$ cat config.mk
export PLATFORM = sky130hd
export DESIGN_NAME = brk_trap_unit
export DESIGN_NICKNAME = d
export VERILOG_FILES = /design/src/rtl/brk_pkg.sv /design/src/rtl/brk_decode.sv /design/src/rtl/brk_prefix_reg.sv /design/src/rtl/brk_exec.sv /design/src/rtl/brk_delay_pipe.sv /design/src/rtl/brk_trap_unit.sv
export SDC_FILE = /design/constraint.sdc
export NUM_CORES = 1
export LEC_CHECK = 0
export BUFFER_PORTS_ARGS = -buffer_cell sky130_fd_sc_hd__buf_4
export CORE_MARGIN = 10
export CORE_UTILIZATION = 54
export CTS_BUF_LIST = sky130_fd_sc_hd__clkbuf_4 sky130_fd_sc_hd__clkbuf_8 sky130_fd_sc_hd__clkbuf_16
export DETAILED_ROUTE_END_ITERATION = 16
export HOLD_SLACK_MARGIN = 0.03
export MAX_ROUTING_LAYER = met4
export PLACE_DENSITY_LB_ADDON = 0.08
export SYNTH_ARGS = -nofsm -noshare
export SYNTH_HDL_FRONTEND = slang
export SYNTH_SLANG_ARGS = --single-unit
$ cat constraint.sdc
create_clock -name clk -period 2.8 [get_ports clk]
set_input_delay 0.14 -clock clk [delete_from_list [all_inputs] [get_ports clk]]
set_output_delay 0.14 -clock clk [all_outputs]
set_load 0.03 [all_outputs]
$ cat src/rtl/brk_pkg.sv
// Package: shared widths, encodings and the result record for the
// break-immediate trap unit. Assumes a 32-bit core with 32 registers.
package brk_pkg;
    localparam int XLEN    = 32;
    localparam int RIDX_W  = 5;
    localparam int IMM_W   = 16;
    localparam int CAUSE_W = 5;
    localparam int OPC_W   = 6;

    localparam logic [OPC_W-1:0]   OPC_BRK   = 6'b101110;
    localparam logic [OPC_W-1:0]   OPC_PFX   = 6'b101100;
    localparam logic [RIDX_W-1:0]  BRK_SUBOP = 5'b01100;
    localparam logic [CAUSE_W-1:0] CAUSE_PRIV = 5'b00111;
    localparam logic [XLEN-1:0]    VEC_SWBRK_A = 32'h0000_0008;
    localparam logic [XLEN-1:0]    VEC_SWBRK_B = 32'h0000_0018;
    localparam int NUM_VEC = 2;

    typedef struct packed {
        logic               vld;
        logic               wb_en;
        logic [RIDX_W-1:0]  wb_idx;
        logic [XLEN-1:0]    wb_data;
        logic               pc_we;
        logic [XLEN-1:0]    next_pc;
        logic               bip;
        logic               um;
        logic               ums;
        logic               vm;
        logic               vms;
        logic               resv_clr;
        logic               exc;
        logic [CAUSE_W-1:0] cause;
    } brk_res_t;
endpackage

$ cat src/rtl/brk_decode.sv
// Module: field decoder. Splits an instruction word into the fields the
// unit needs and flags break and prefix words. Purely combinational;
// assumes bit 31 of the word is the most significant opcode bit.
module brk_decode
    import brk_pkg::*;
(
    input  logic [XLEN-1:0]   insn,
    output logic              is_brk,
    output logic              is_pfx,
    output logic [RIDX_W-1:0] rd,
    output logic [IMM_W-1:0]  imm
);
    localparam int OPC_LSB = XLEN - OPC_W;
    localparam int RD_LSB  = OPC_LSB - RIDX_W;
    localparam int SUB_LSB = RD_LSB - RIDX_W;

    // Field extraction and instruction class flags.
    always_comb begin
        rd     = insn[RD_LSB +: RIDX_W];
        imm    = insn[IMM_W-1:0];
        is_brk = (insn[OPC_LSB +: OPC_W] == OPC_BRK) &&
                 (insn[SUB_LSB +: RIDX_W] == BRK_SUBOP);
        is_pfx = (insn[OPC_LSB +: OPC_W] == OPC_PFX);
    end
endmodule

$ cat src/rtl/brk_prefix_reg.sv
// Module: prefix holder. Captures the upper target half from a prefix
// word and keeps it for exactly the next accepted instruction. Cycles
// without an accepted word leave it untouched.
module brk_prefix_reg
    import brk_pkg::*;
(
    input  logic             clk,
    input  logic             rst_n,
    input  logic             take,
    input  logic             is_pfx,
    input  logic [IMM_W-1:0] imm,
    output logic             pfx_vld,
    output logic [IMM_W-1:0] pfx_hi
);
    // Arm on a prefix word, disarm on any other accepted word.
    always_ff @(posedge clk) begin
        if (!rst_n) begin
            pfx_vld <= 1'b0;
            pfx_hi  <= '0;
        end else if (take) begin
            pfx_vld <= is_pfx;
            if (is_pfx) pfx_hi <= imm;
        end
    end
endmodule

$ cat src/rtl/brk_exec.sv
// Module: execution logic. Forms the target, runs the privilege check
// with its software-break exemption and builds the result record.
// Combinational; assumes the prefix state seen is that before this word.
module brk_exec
    import brk_pkg::*;
(
    input  logic              fire,
    input  logic [RIDX_W-1:0] rd,
    input  logic [IMM_W-1:0]  imm,
    input  logic [XLEN-1:0]   pc,
    input  logic              pfx_vld,
    input  logic [IMM_W-1:0]  pfx_hi,
    input  logic              cfg_mmu,
    input  logic              cfg_dbg,
    input  logic              cur_bip,
    input  logic              cur_um,
    input  logic              cur_ums,
    input  logic              cur_vm,
    input  logic              cur_vms,
    output brk_res_t          res
);
    localparam int HI_W = XLEN - IMM_W;
    localparam logic [XLEN-1:0] VECS [NUM_VEC] = '{VEC_SWBRK_A, VEC_SWBRK_B};

    logic [XLEN-1:0]    target;
    logic [NUM_VEC-1:0] vec_hit;
    logic               sw_brk;
    logic               priv_fault;

    // Target formation with the debug exemption for the second vector.
    always_comb begin
        if (pfx_vld) target = {pfx_hi, imm};
        else         target = {{HI_W{imm[IMM_W-1]}}, imm};
        if (cfg_dbg && pfx_vld && (imm == VEC_SWBRK_B[IMM_W-1:0]))
            target = VEC_SWBRK_B;
    end

    // One comparator per software-break vector.
    genvar v;
    generate
        for (v = 0; v < NUM_VEC; v++) begin : g_vec
            assign vec_hit[v] = (target == VECS[v]);
        end
    endgenerate

    assign sw_brk     = |vec_hit;
    assign priv_fault = cfg_mmu && cur_um && !sw_brk;

    // Result record: exception path, or link/redirect/status update.
    always_comb begin
        res = '0;
        if (fire) begin
            res.vld = 1'b1;
            res.bip = cur_bip;
            res.um  = cur_um;
            res.ums = cur_ums;
            res.vm  = cur_vm;
            res.vms = cur_vms;
            if (priv_fault) begin
                res.exc   = 1'b1;
                res.cause = CAUSE_PRIV;
            end else begin
                res.wb_en    = 1'b1;
                res.wb_idx   = rd;
                res.wb_data  = pc;
                res.pc_we    = 1'b1;
                res.next_pc  = target;
                res.bip      = 1'b1;
                res.resv_clr = 1'b1;
                if (sw_brk) begin
                    res.ums = cur_um;
                    res.um  = 1'b0;
                    res.vms = cur_vm;
                    res.vm  = 1'b0;
                end
            end
        end
    end
endmodule

$ cat src/rtl/brk_delay_pipe.sv
// Module: result delay line. Carries the result record through STAGES
// registers so every result leaves a fixed number of edges after
// acceptance. Assumes STAGES >= 1.
module brk_delay_pipe
    import brk_pkg::*;
#(
    parameter int STAGES = 3
) (
    input  logic     clk,
    input  logic     rst_n,
    input  brk_res_t d,
    output brk_res_t q
);
    brk_res_t stg [STAGES];

    // Shift the record one stage per edge; reset empties every stage.
    always_ff @(posedge clk) begin
        if (!rst_n) begin
            for (int i = 0; i < STAGES; i++) stg[i] <= '0;
        end else begin
            stg[0] <= d;
            for (int i = 1; i < STAGES; i++) stg[i] <= stg[i-1];
        end
    end

    assign q = stg[STAGES-1];
endmodule

$ cat src/rtl/brk_trap_unit.sv
// Module: top of the break-immediate trap unit. Wires decode, prefix
// holder, execution and delay line; results appear LATENCY edges after
// acceptance. Assumes status inputs are valid whenever in_valid is high.
module brk_trap_unit
    import brk_pkg::*;
#(
    parameter int LATENCY = 3
) (
    input  logic               clk,
    input  logic               rst_n,
    input  logic               in_valid,
    input  logic [XLEN-1:0]    in_insn,
    input  logic [XLEN-1:0]    in_pc,
    input  logic               cfg_mmu,
    input  logic               cfg_dbg,
    input  logic               cur_bip,
    input  logic               cur_um,
    input  logic               cur_ums,
    input  logic               cur_vm,
    input  logic               cur_vms,
    output logic               out_valid,
    output logic               wb_en,
    output logic [RIDX_W-1:0]  wb_idx,
    output logic [XLEN-1:0]    wb_data,
    output logic               pc_we,
    output logic [XLEN-1:0]    next_pc,
    output logic               nxt_bip,
    output logic               nxt_um,
    output logic               nxt_ums,
    output logic               nxt_vm,
    output logic               nxt_vms,
    output logic               resv_clr,
    output logic               exc_valid,
    output logic [CAUSE_W-1:0] exc_cause
);
    logic              is_brk, is_pfx;
    logic [RIDX_W-1:0] rd;
    logic [IMM_W-1:0]  imm;
    logic              pfx_vld;
    logic [IMM_W-1:0]  pfx_hi;
    brk_res_t          res_now, res_out;

    brk_decode u_dec (
        .insn(in_insn), .is_brk(is_brk), .is_pfx(is_pfx), .rd(rd), .imm(imm)
    );

    brk_prefix_reg u_pfx (
        .clk(clk), .rst_n(rst_n), .take(in_valid), .is_pfx(is_pfx),
        .imm(imm), .pfx_vld(pfx_vld), .pfx_hi(pfx_hi)
    );

    brk_exec u_exe (
        .fire(in_valid && is_brk), .rd(rd), .imm(imm), .pc(in_pc),
        .pfx_vld(pfx_vld), .pfx_hi(pfx_hi),
        .cfg_mmu(cfg_mmu), .cfg_dbg(cfg_dbg),
        .cur_bip(cur_bip), .cur_um(cur_um), .cur_ums(cur_ums),
        .cur_vm(cur_vm), .cur_vms(cur_vms), .res(res_now)
    );

    brk_delay_pipe #(.STAGES(LATENCY)) u_pipe (
        .clk(clk), .rst_n(rst_n), .d(res_now), .q(res_out)
    );

    // Unpack the delayed record onto the ports.
    always_comb begin
        out_valid = res_out.vld;
        wb_en     = res_out.wb_en;
        wb_idx    = res_out.wb_idx;
        wb_data   = res_out.wb_data;
        pc_we     = res_out.pc_we;
        next_pc   = res_out.next_pc;
        nxt_bip   = res_out.bip;
        nxt_um    = res_out.um;
        nxt_ums   = res_out.ums;
        nxt_vm    = res_out.vm;
        nxt_vms   = res_out.vms;
        resv_clr  = res_out.resv_clr;
        exc_valid = res_out.exc;
        exc_cause = res_out.cause;
    end
endmodule

# Word-level counts from Yosys, hierarchy flattened
# Memories as Yosys holds them, arrays and structs flattened.
# Cells that the tools add are included.
[totals]
ramBits = 252
wordCells = 32
memories = 1
ff_bits = 17
in_bits = 74
[classes]
muxes = 11
n_reduce_logical = 9
eq_ne = 6
bitwise = 3
[mem_list]
columns = ["memory", "words", "word_bits", "rd", "rd_clocked_by_memory_dff", "wr", "line", "source"]
rows = [
  ["u_pipe.stg", 3, 84, 3, 0, 3, "brk_delay_pipe.sv:14", "brk_res_t stg [STAGES];"],
]
[op_table]
columns = ["operator", "count"]
rows = [
  ["84-bit 2-to-1 mux", 4],
  ["77-bit 2-to-1 mux", 1],
  ["32-bit 2-to-1 mux", 2],
  ["32-bit by 4-bit equality test with 1-bit output (second input constant)", 1],
  ["32-bit by 5-bit equality test with 1-bit output (second input constant)", 1],
  ["16-bit by 5-bit equality test with 1-bit output (second input constant)", 1],
  ["6-bit equality test (second input constant)", 2],
  ["1-bit logical AND", 6],
  ["6-bit 2-to-1 mux", 1],
  ["5-bit by 4-bit equality test with 1-bit output (second input constant)", 1],
  ["4-bit 2-to-1 mux", 1],
  ["1-bit OR", 3],
  ["1-bit 2-to-1 mux", 2],
  ["2-bit AND reduction", 1],
  ["2-bit OR reduction", 1],
  ["1-bit zero test", 1],
]

# Depth between registers and ports, before layout
# Gate-level depths: netlist (run 1).
[depth]
word_depth = 10
ltp_mapped = 7
mapped_depth_nobuf = 4

# Cells and area by module
# Synthesis (run 1) repeated with hierarchy kept, for this count alone.
[hier_totals]
hier_cells = 859
hier_area_um2 = 9267.6
[by_module_without_submodules]
columns = ["module", "cells_each", "area_per_inst_um2", "instances"]
rows = [
  ["brk_delay_pipe", 615, 7508.5, 1],
  ["brk_exec", 138, 837.1, 1],
  ["brk_prefix_reg", 78, 713.2, 1],
  ["brk_decode", 27, 202.7, 1],
  ["brk_trap_unit", 1, 6.3, 1],
]

# Worst setup path after synthesis (run 1)
# Ideal clock, no wire load.
[synth_timing]
path_kind = "register -> register"
startpoint = "register u_pfx.pfx_hi[9]"
endpoint = "memory u_pipe.stg[0][21] (netlist bit)"
setup_time_ns = 0.075
required_ns = 2.725
arrival_time_ns = 1.989
path_buffers = 2
stages_incl_launch_ff = 7
synth_period_minus_slack_ns = 2.065
path_slack_ns = 0.735
cell_sequence = "dfxtp_1 -> or4_4 -> o31a_1 -> o41a_1 -> buf_2 -> buf_6 -> nor3b_2"
[synth_lines]
columns = ["item", "line", "source"]
rows = [
  ["from (decl)", "brk_prefix_reg.sv:13", "output logic [IMM_W-1:0] pfx_hi"],
  ["from (signal assigned)", "brk_prefix_reg.sv:22", "if (is_pfx) pfx_hi <= imm;"],
  ["to (decl)", "brk_delay_pipe.sv:14", ""],
]

==> impl_metrics.env, run 1 <==
export IMPL_grt_first_pass_wirelength_um=25000
export IMPL_antenna_found_initial=0
export IMPL_worstSetupEndpointType="register"
export IMPL_io_buffers=155
export IMPL_met2WireLength_um=7360
export IMPL_fin_skew_ns=0.00611
export IMPL_crit_path_max_fanout=49
export IMPL_fin_setup_tns_ns=0
export IMPL_grt_ovfl_total=0
export IMPL_worst_r2r_cell_count=5
export IMPL_clock_sinks=248
export IMPL_fin_ws_ns=0.406
export IMPL_grt_usage_pct=15.4
export IMPL_whs_ns=0.236
export IMPL_ios=158
export IMPL_cts_made_buffers=23
export IMPL_htree_levels=1
export IMPL_dieWidth_um=142
export IMPL_die_area_um2=20200
export IMPL_status="finished, final reports clean"
export IMPL_num_rows=44
export IMPL_yosys_area_top_type="dfxtp_1"
export IMPL_grt_setup_unrepaired="no"
export IMPL_grt_max_degree=90
export IMPL_path_clk_slew_ns=0.06
export IMPL_drive_above_1_share_pct=31.4
export IMPL_totalWireLength_um=15800
export IMPL_met1Wirelength_um=6910
export IMPL_hold_class="in -> reg"
export IMPL_utilization_pct=70.2
export IMPL_maxCapViolCount=0
export IMPL_post_dp_hpwl_um=10300
export IMPL_cts_tree="yes"
export IMPL_clock_latency_ns=0.50
export IMPL_vias=4752
export IMPL_netlist_area_um2=8080
export IMPL_slew_headroom_pct=56.7
export IMPL_first_iter_violations=216
export IMPL_holdPathStages=4
export IMPL_worstMarginPinSlew_ns=0.649
export IMPL_cts_root_buf="clkbuf_16"
export IMPL_synth_area_top_cells="dfxtp_1 (61%), and2_1 (12%), nor3b_2 (7.6%)"
export IMPL_final_setup_viol_count=0
export IMPL_max_freq_mhz=418
export IMPL_cts_path_max_buffers=3
export IMPL_antenna_cells=0
export IMPL_slew_viol_final=0
export IMPL_synth_top_area_share_pct=61.5
export IMPL_drc=0
export IMPL_drt_first_pass_iters=4
export IMPL_met3_length_um=1250
export IMPL_finalCriticalPeriod_ns=2.39
export IMPL_p_leak_nw=4.27
export IMPL_ys_warn_count=0
export IMPL_fillerInstances=1029
export IMPL_power_total_w=0.00701
export IMPL_critPathRequiredTime_ns=3.21
export IMPL_wl_per_cell_um=15.5
export IMPL_post_place_ws_ns=0.443
export IMPL_crit_path_start_kind="register"
export IMPL_critPathKind="reg -> reg"
export IMPL_syn_to_final_growth_pct=26.7
export IMPL_grt_pass1_vias=4891
export IMPL_postRouteAntennaNets=0
export IMPL_gp_congestion=0.850
export IMPL_crit_arrival_ns=2.80
export IMPL_start_util_pct=55.4
export IMPL_top_layer="met4"
export IMPL_avgSynthCellArea_um2=11.9
export IMPL_vias_per_cell=4.67
export IMPL_yosysSeqAreaShare_pct=61.5
export IMPL_hold_viol_final=0
export IMPL_synth_cells=681
export IMPL_core_um2=14600
export IMPL_ys_types=36
export IMPL_timing_final_crit_share_pct=85.5
export IMPL_nets=892
export IMPL_final_common_cell="dfxtp_1"
export IMPL_post_cts_buffers=0
export IMPL_ir_drop_uv=413
export IMPL_p_per_area_nw_per_um2=685
export IMPL_die_h_um=142
export IMPL_final_cell_mix="dfxtp_1 (248), buf_4 (164), and2_1 (155)"
export IMPL_ys_ff_latch=248
-- worst paths after layout --
| kind | startpoint | endpoint | slack (ns) |
|---|---|---|---|
| max | u_pfx.pfx_hi[14] | u_pipe.stg[0][55] | 0.41 |
| min | in_insn[27] | u_pfx.pfx_vld | 0.24 |
| max reg2reg | u_pfx.pfx_hi[14] | u_pipe.stg[0][55] | 0.41 |
| min reg2reg | u_pipe.stg[0][68] | u_pipe.stg[0][152] | 0.43 |
-- routing by layer --
layer	vias up	global-route usage, %
met2	148	24.1
li1	2395	-
met4	0	5.01
met5	-	-
met3	26	4.37
met1	2183	18.9
-- cell usage after synthesis, drive strengths merged --
cell type	number
a21boi	1
a21oi	18
a31oi	1
a41o	1
and2	155
and4	1
buf	84
clkbuf	32
conb	1
dfxtp	248
inv	1
mux2i	16
nand2	1
nand2b	1
nand4	1
nand4b	2
nor2	2
nor2b	18
nor3	18
nor3b	56
nor4	5
o2111ai	2
o21a	1
o22ai	1
o31a	3
o31ai	1
o41a	1
o41ai	2
or2	1
or3b	2
or4	4
-- flip-flops by register name (all words and copies together), names as in the netlist --
name and flops:
u_pfx.pfx_hi 16, u_pfx.pfx_vld 1, u_pipe.stg 231
-- timing repair --
| action | 4_1_cts | 5_1_grt |
|---|---|---|
| hold endpoints to repair | 76 | 0 |
| gates resized for setup | 0 | 0 |
| hold buffers | 62 | 0 |
-- worst max-delay path: stages (launching register included) --
cell and delay [ns]:
dfxtp_1 0.32, or4_1 0.55, o31a_1 0.36, o41a_2 0.57
buf_12 0.26, nor3b_1 0.24
-- stage by stage --
step / cell area (um2) / instances
3_3_place_gp: 8810 / 915
2_1_floorplan: 8080 / 682
6_report: 10200 / 1018
5_1_grt: 10200 / 1018
3_5_place_dp: 8810 / 915
4_1_cts: 10200 / 1018
-- cell families after synthesis --
kind of cell / Yosys count / share of synthesized area [%]
buffers and inverters: 117 / 9.45
other: 1 / 0.0464
AND/OR/NAND/NOR: 267 / 24.5
flip-flops: 248 / 61.5
multiplexers: 16 / 1.98
AO/OA/AOI/OAI: 32 / 2.57
-- power by group --
part | switching [W] | internal, W | total [W]
combinational | 0.000117 | 0.000156 | 0.000273
clock | 0.00124 | 0.00197 | 0.00321
sequential | 0.000000863 | 0.00353 | 0.00353
total | 0.00135 | 0.00566 | 0.00701
-- final cells by class --
| type | count | area (um2) | area share, % |
|---|---|---|---|
| timing repair buffer | 227 | 1870 | 18.3 |
| clock inverter | 8 | 121 | 1.19 |
| inverter | 1 | 3.75 | 0.0367 |
| multi-input combinational | 317 | 2360 | 23.1 |
| sequential | 248 | 4960 | 48.5 |
| clock buffer | 33 | 682 | 6.66 |
| tap | 184 | 230 | 2.25 |
Note: power is estimated with default switching activity, not from simulation.
==> inputs of run 2 (changes only) <==
PLACE_DENSITY = 0.84   (was default)
PLACE_DENSITY_LB_ADDON = default   (was 0.08)
==> run 2 against run 1 <==
Final area decreased by 0.33%. Maximum frequency shrank 1.4%. Count of clock-buffer cells in the layout increased by 2. Critical endpoint is now u_pipe.stg[0][9]. Largest power group unchanged.
==> impl_metrics.env, run 2 (synthesis results as in run 1) <==
export IMPL_vias_per_cell=4.85
export IMPL_p_leak_nw=4.26
export IMPL_critPathRequiredTime_ns=3.24
export IMPL_fillerInstances=977
export IMPL_path_clk_slew_ns=0.06
export IMPL_crit_path_start_kind="input pin"
export IMPL_cts_resized=0
export IMPL_holdPathStages=4
export IMPL_grt_max_degree=172
export IMPL_nets=890
export IMPL_postRouteAntennaNets=0
export IMPL_grt_util_met1_pct=17.7
export IMPL_gp_congestion=0.847
export IMPL_cp_cell_sequence="dlygate4sd3_1 -> buf_4 -> nand4b_1 -> or4_4 -> buf_4 -> a21oi_1 -> dlygate4sd3_1"
export IMPL_use_met3_pct=2.87
export IMPL_htree_levels=1
export IMPL_cts_root_buf="clkbuf_16"
export IMPL_final_common_cell="dfxtp_1"
export IMPL_cts_tree="yes"
export IMPL_slew_viol_final=0
export IMPL_grt_pass1_vias=5054
export IMPL_hold_class="in -> reg"
export IMPL_cts_path_max_buffers=3
export IMPL_hold_viol_final=0
export IMPL_critPathKind="in -> reg"
export IMPL_cts_made_buffers=24
export IMPL_largest_reg_flops=231
export IMPL_timing_final_crit_share_pct=86.7
export IMPL_start_util_pct=55.4
export IMPL_worstReg2RegEnd="u_pipe.stg[0][9]"
export IMPL_grt_usage_pct=16.4
export IMPL_cp_slowest_cell="or4_4"
export IMPL_whs_ns=0.233
export IMPL_fin_skew_ns=0.0146
export IMPL_worst_r2r_cell_count=5
export IMPL_drive_above_1_share_pct=31.2
export IMPL_worstMarginPinSlew_ns=1.22
export IMPL_slew_headroom_pct=18.8
export IMPL_grt_first_pass_wirelength_um=26200
export IMPL_first_iter_violations=272
export IMPL_worstSetupEndpointType="register"
export IMPL_grt_setup_unrepaired="no"
export IMPL_post_dp_hpwl_um=10700
export IMPL_max_freq_mhz=412
export IMPL_use_met2_pct=29.7
export IMPL_holdPathEnd="u_pipe.stg[0][54]"
export IMPL_syn_to_final_growth_pct=26.3
export IMPL_grt_busiest_layer="met2"
export IMPL_p_per_area_nw_per_um2=685
export IMPL_fin_setup_tns_ns=0
export IMPL_largest_register="u_pipe.stg"
export IMPL_cp_slowest_stage_delay_ns=0.70
export IMPL_r2r_slack_ns=0.40
export IMPL_clock_latency_ns=0.50
export IMPL_final_cell_mix="dfxtp_1 (248), buf_4 (163), and2_1 (155)"
export IMPL_die_h_um=142
export IMPL_final_setup_viol_count=0
export IMPL_core_um2=14600
export IMPL_grt_ovfl_total=0
export IMPL_die_area_um2=20200
export IMPL_num_rows=44
export IMPL_post_cts_buffers=0
export IMPL_status="finished, final reports clean"
export IMPL_clock_sinks=248
export IMPL_dieWidth_um=142
export IMPL_vias=4920
export IMPL_reg_top3="u_pipe.stg x231, u_pfx.pfx_hi x16, u_pfx.pfx_vld x1"
export IMPL_antenna_found_initial=1
export IMPL_drt_first_pass_iters=4
export IMPL_worstReg2RegStart="u_pfx.pfx_hi[14]"
export IMPL_io_buffers=155
export IMPL_wl_per_cell_um=16.8
export IMPL_maxCapViolCount=0
export IMPL_min_delay_start="in_insn[16]"
export IMPL_drc=0
export IMPL_ios=158
export IMPL_crit_arrival_ns=2.86
export IMPL_finalCriticalPeriod_ns=2.43
export IMPL_crit_path_max_fanout=46
export IMPL_ir_drop_uv=448
export IMPL_totalWireLength_um=17000
## run 2: cell count changes in the layout (fill, tap and decap cells not counted), sizes merged
cell,delta
buf,-2
clkbuf,+2
bufinv,-1
clkinv,-1
clkinvlp,-1
diode,+1
dlygate4sd3,-1
## run 2: critical path: cells and delay by family
| family | cells | cell delay, ns |
|---|---|---|
| buffers and inverters | 4 | 1.61 |
| AND/OR/NAND/NOR | 2 | 0.84 |
| AO/OA/AOI/OAI | 1 | 0.21 |
## run 2: power by group
part,switching (W),internal [W]
clock,0.00122,0.00197
combinational,0.000117,0.000155
sequential,0.00000118,0.00353
## run 2: worst max-delay path by stage
stage | from | slack (ns) | depth (start not counted) | to
6_report | in_valid | 0.37 | 7 | u_pipe.stg[0][9]
2_1_floorplan | u_pfx.pfx_hi[9] | 0.74 | 6 | u_pipe.stg[0][21]
4_1_cts | in_valid | 0.40 | 7 | u_pipe.stg[0][9]
3_3_place_gp | u_pfx.pfx_hi[14] | 0.58 | 5 | u_pipe.stg[0][67]
3_5_place_dp | u_pfx.pfx_hi[14] | 0.48 | 5 | u_pipe.stg[0][12]
5_1_grt | in_valid | 0.28 | 7 | u_pipe.stg[0][9]
## run 2: per-stage QoR
stage	std cells	power (W)	util [%]	cell area (um2)	setup slack (ns)
floorplan	682	0.00370	-	8080	0.735
global placement	913	0.00380	60.2	8780	0.578
detailed placement	913	0.00381	60.2	8780	0.485
CTS	1014	0.00705	69.9	10200	0.404
global route	1015	0.00720	69.9	10200	0.277
finish	1015	0.00699	69.9	10200	0.372
## run 2: timing repair
action	4_1_cts	5_1_grt
endpoints found under the setup margin	0	0
hold buffers	61	0
hold endpoints to repair	76	0
## run 2: per-layer routing
layer	wire, um	part of all wire [%]
met1	6670	39
met5	0	0
met4	303	1.8
met3	830	4.9
met2	9220	54
## run 2: layout make-up
class	instances	area [um2]	area share, %
antenna	1	2.50	0.0245
clock buffer	35	726	7.11
clock inverter	5	78.8	0.773
inverter	1	3.75	0.0368
multi-input combinational	317	2360	23.2
sequential	248	4960	48.7
tap	184	230	2.26
timing repair buffer	224	1830	18.0
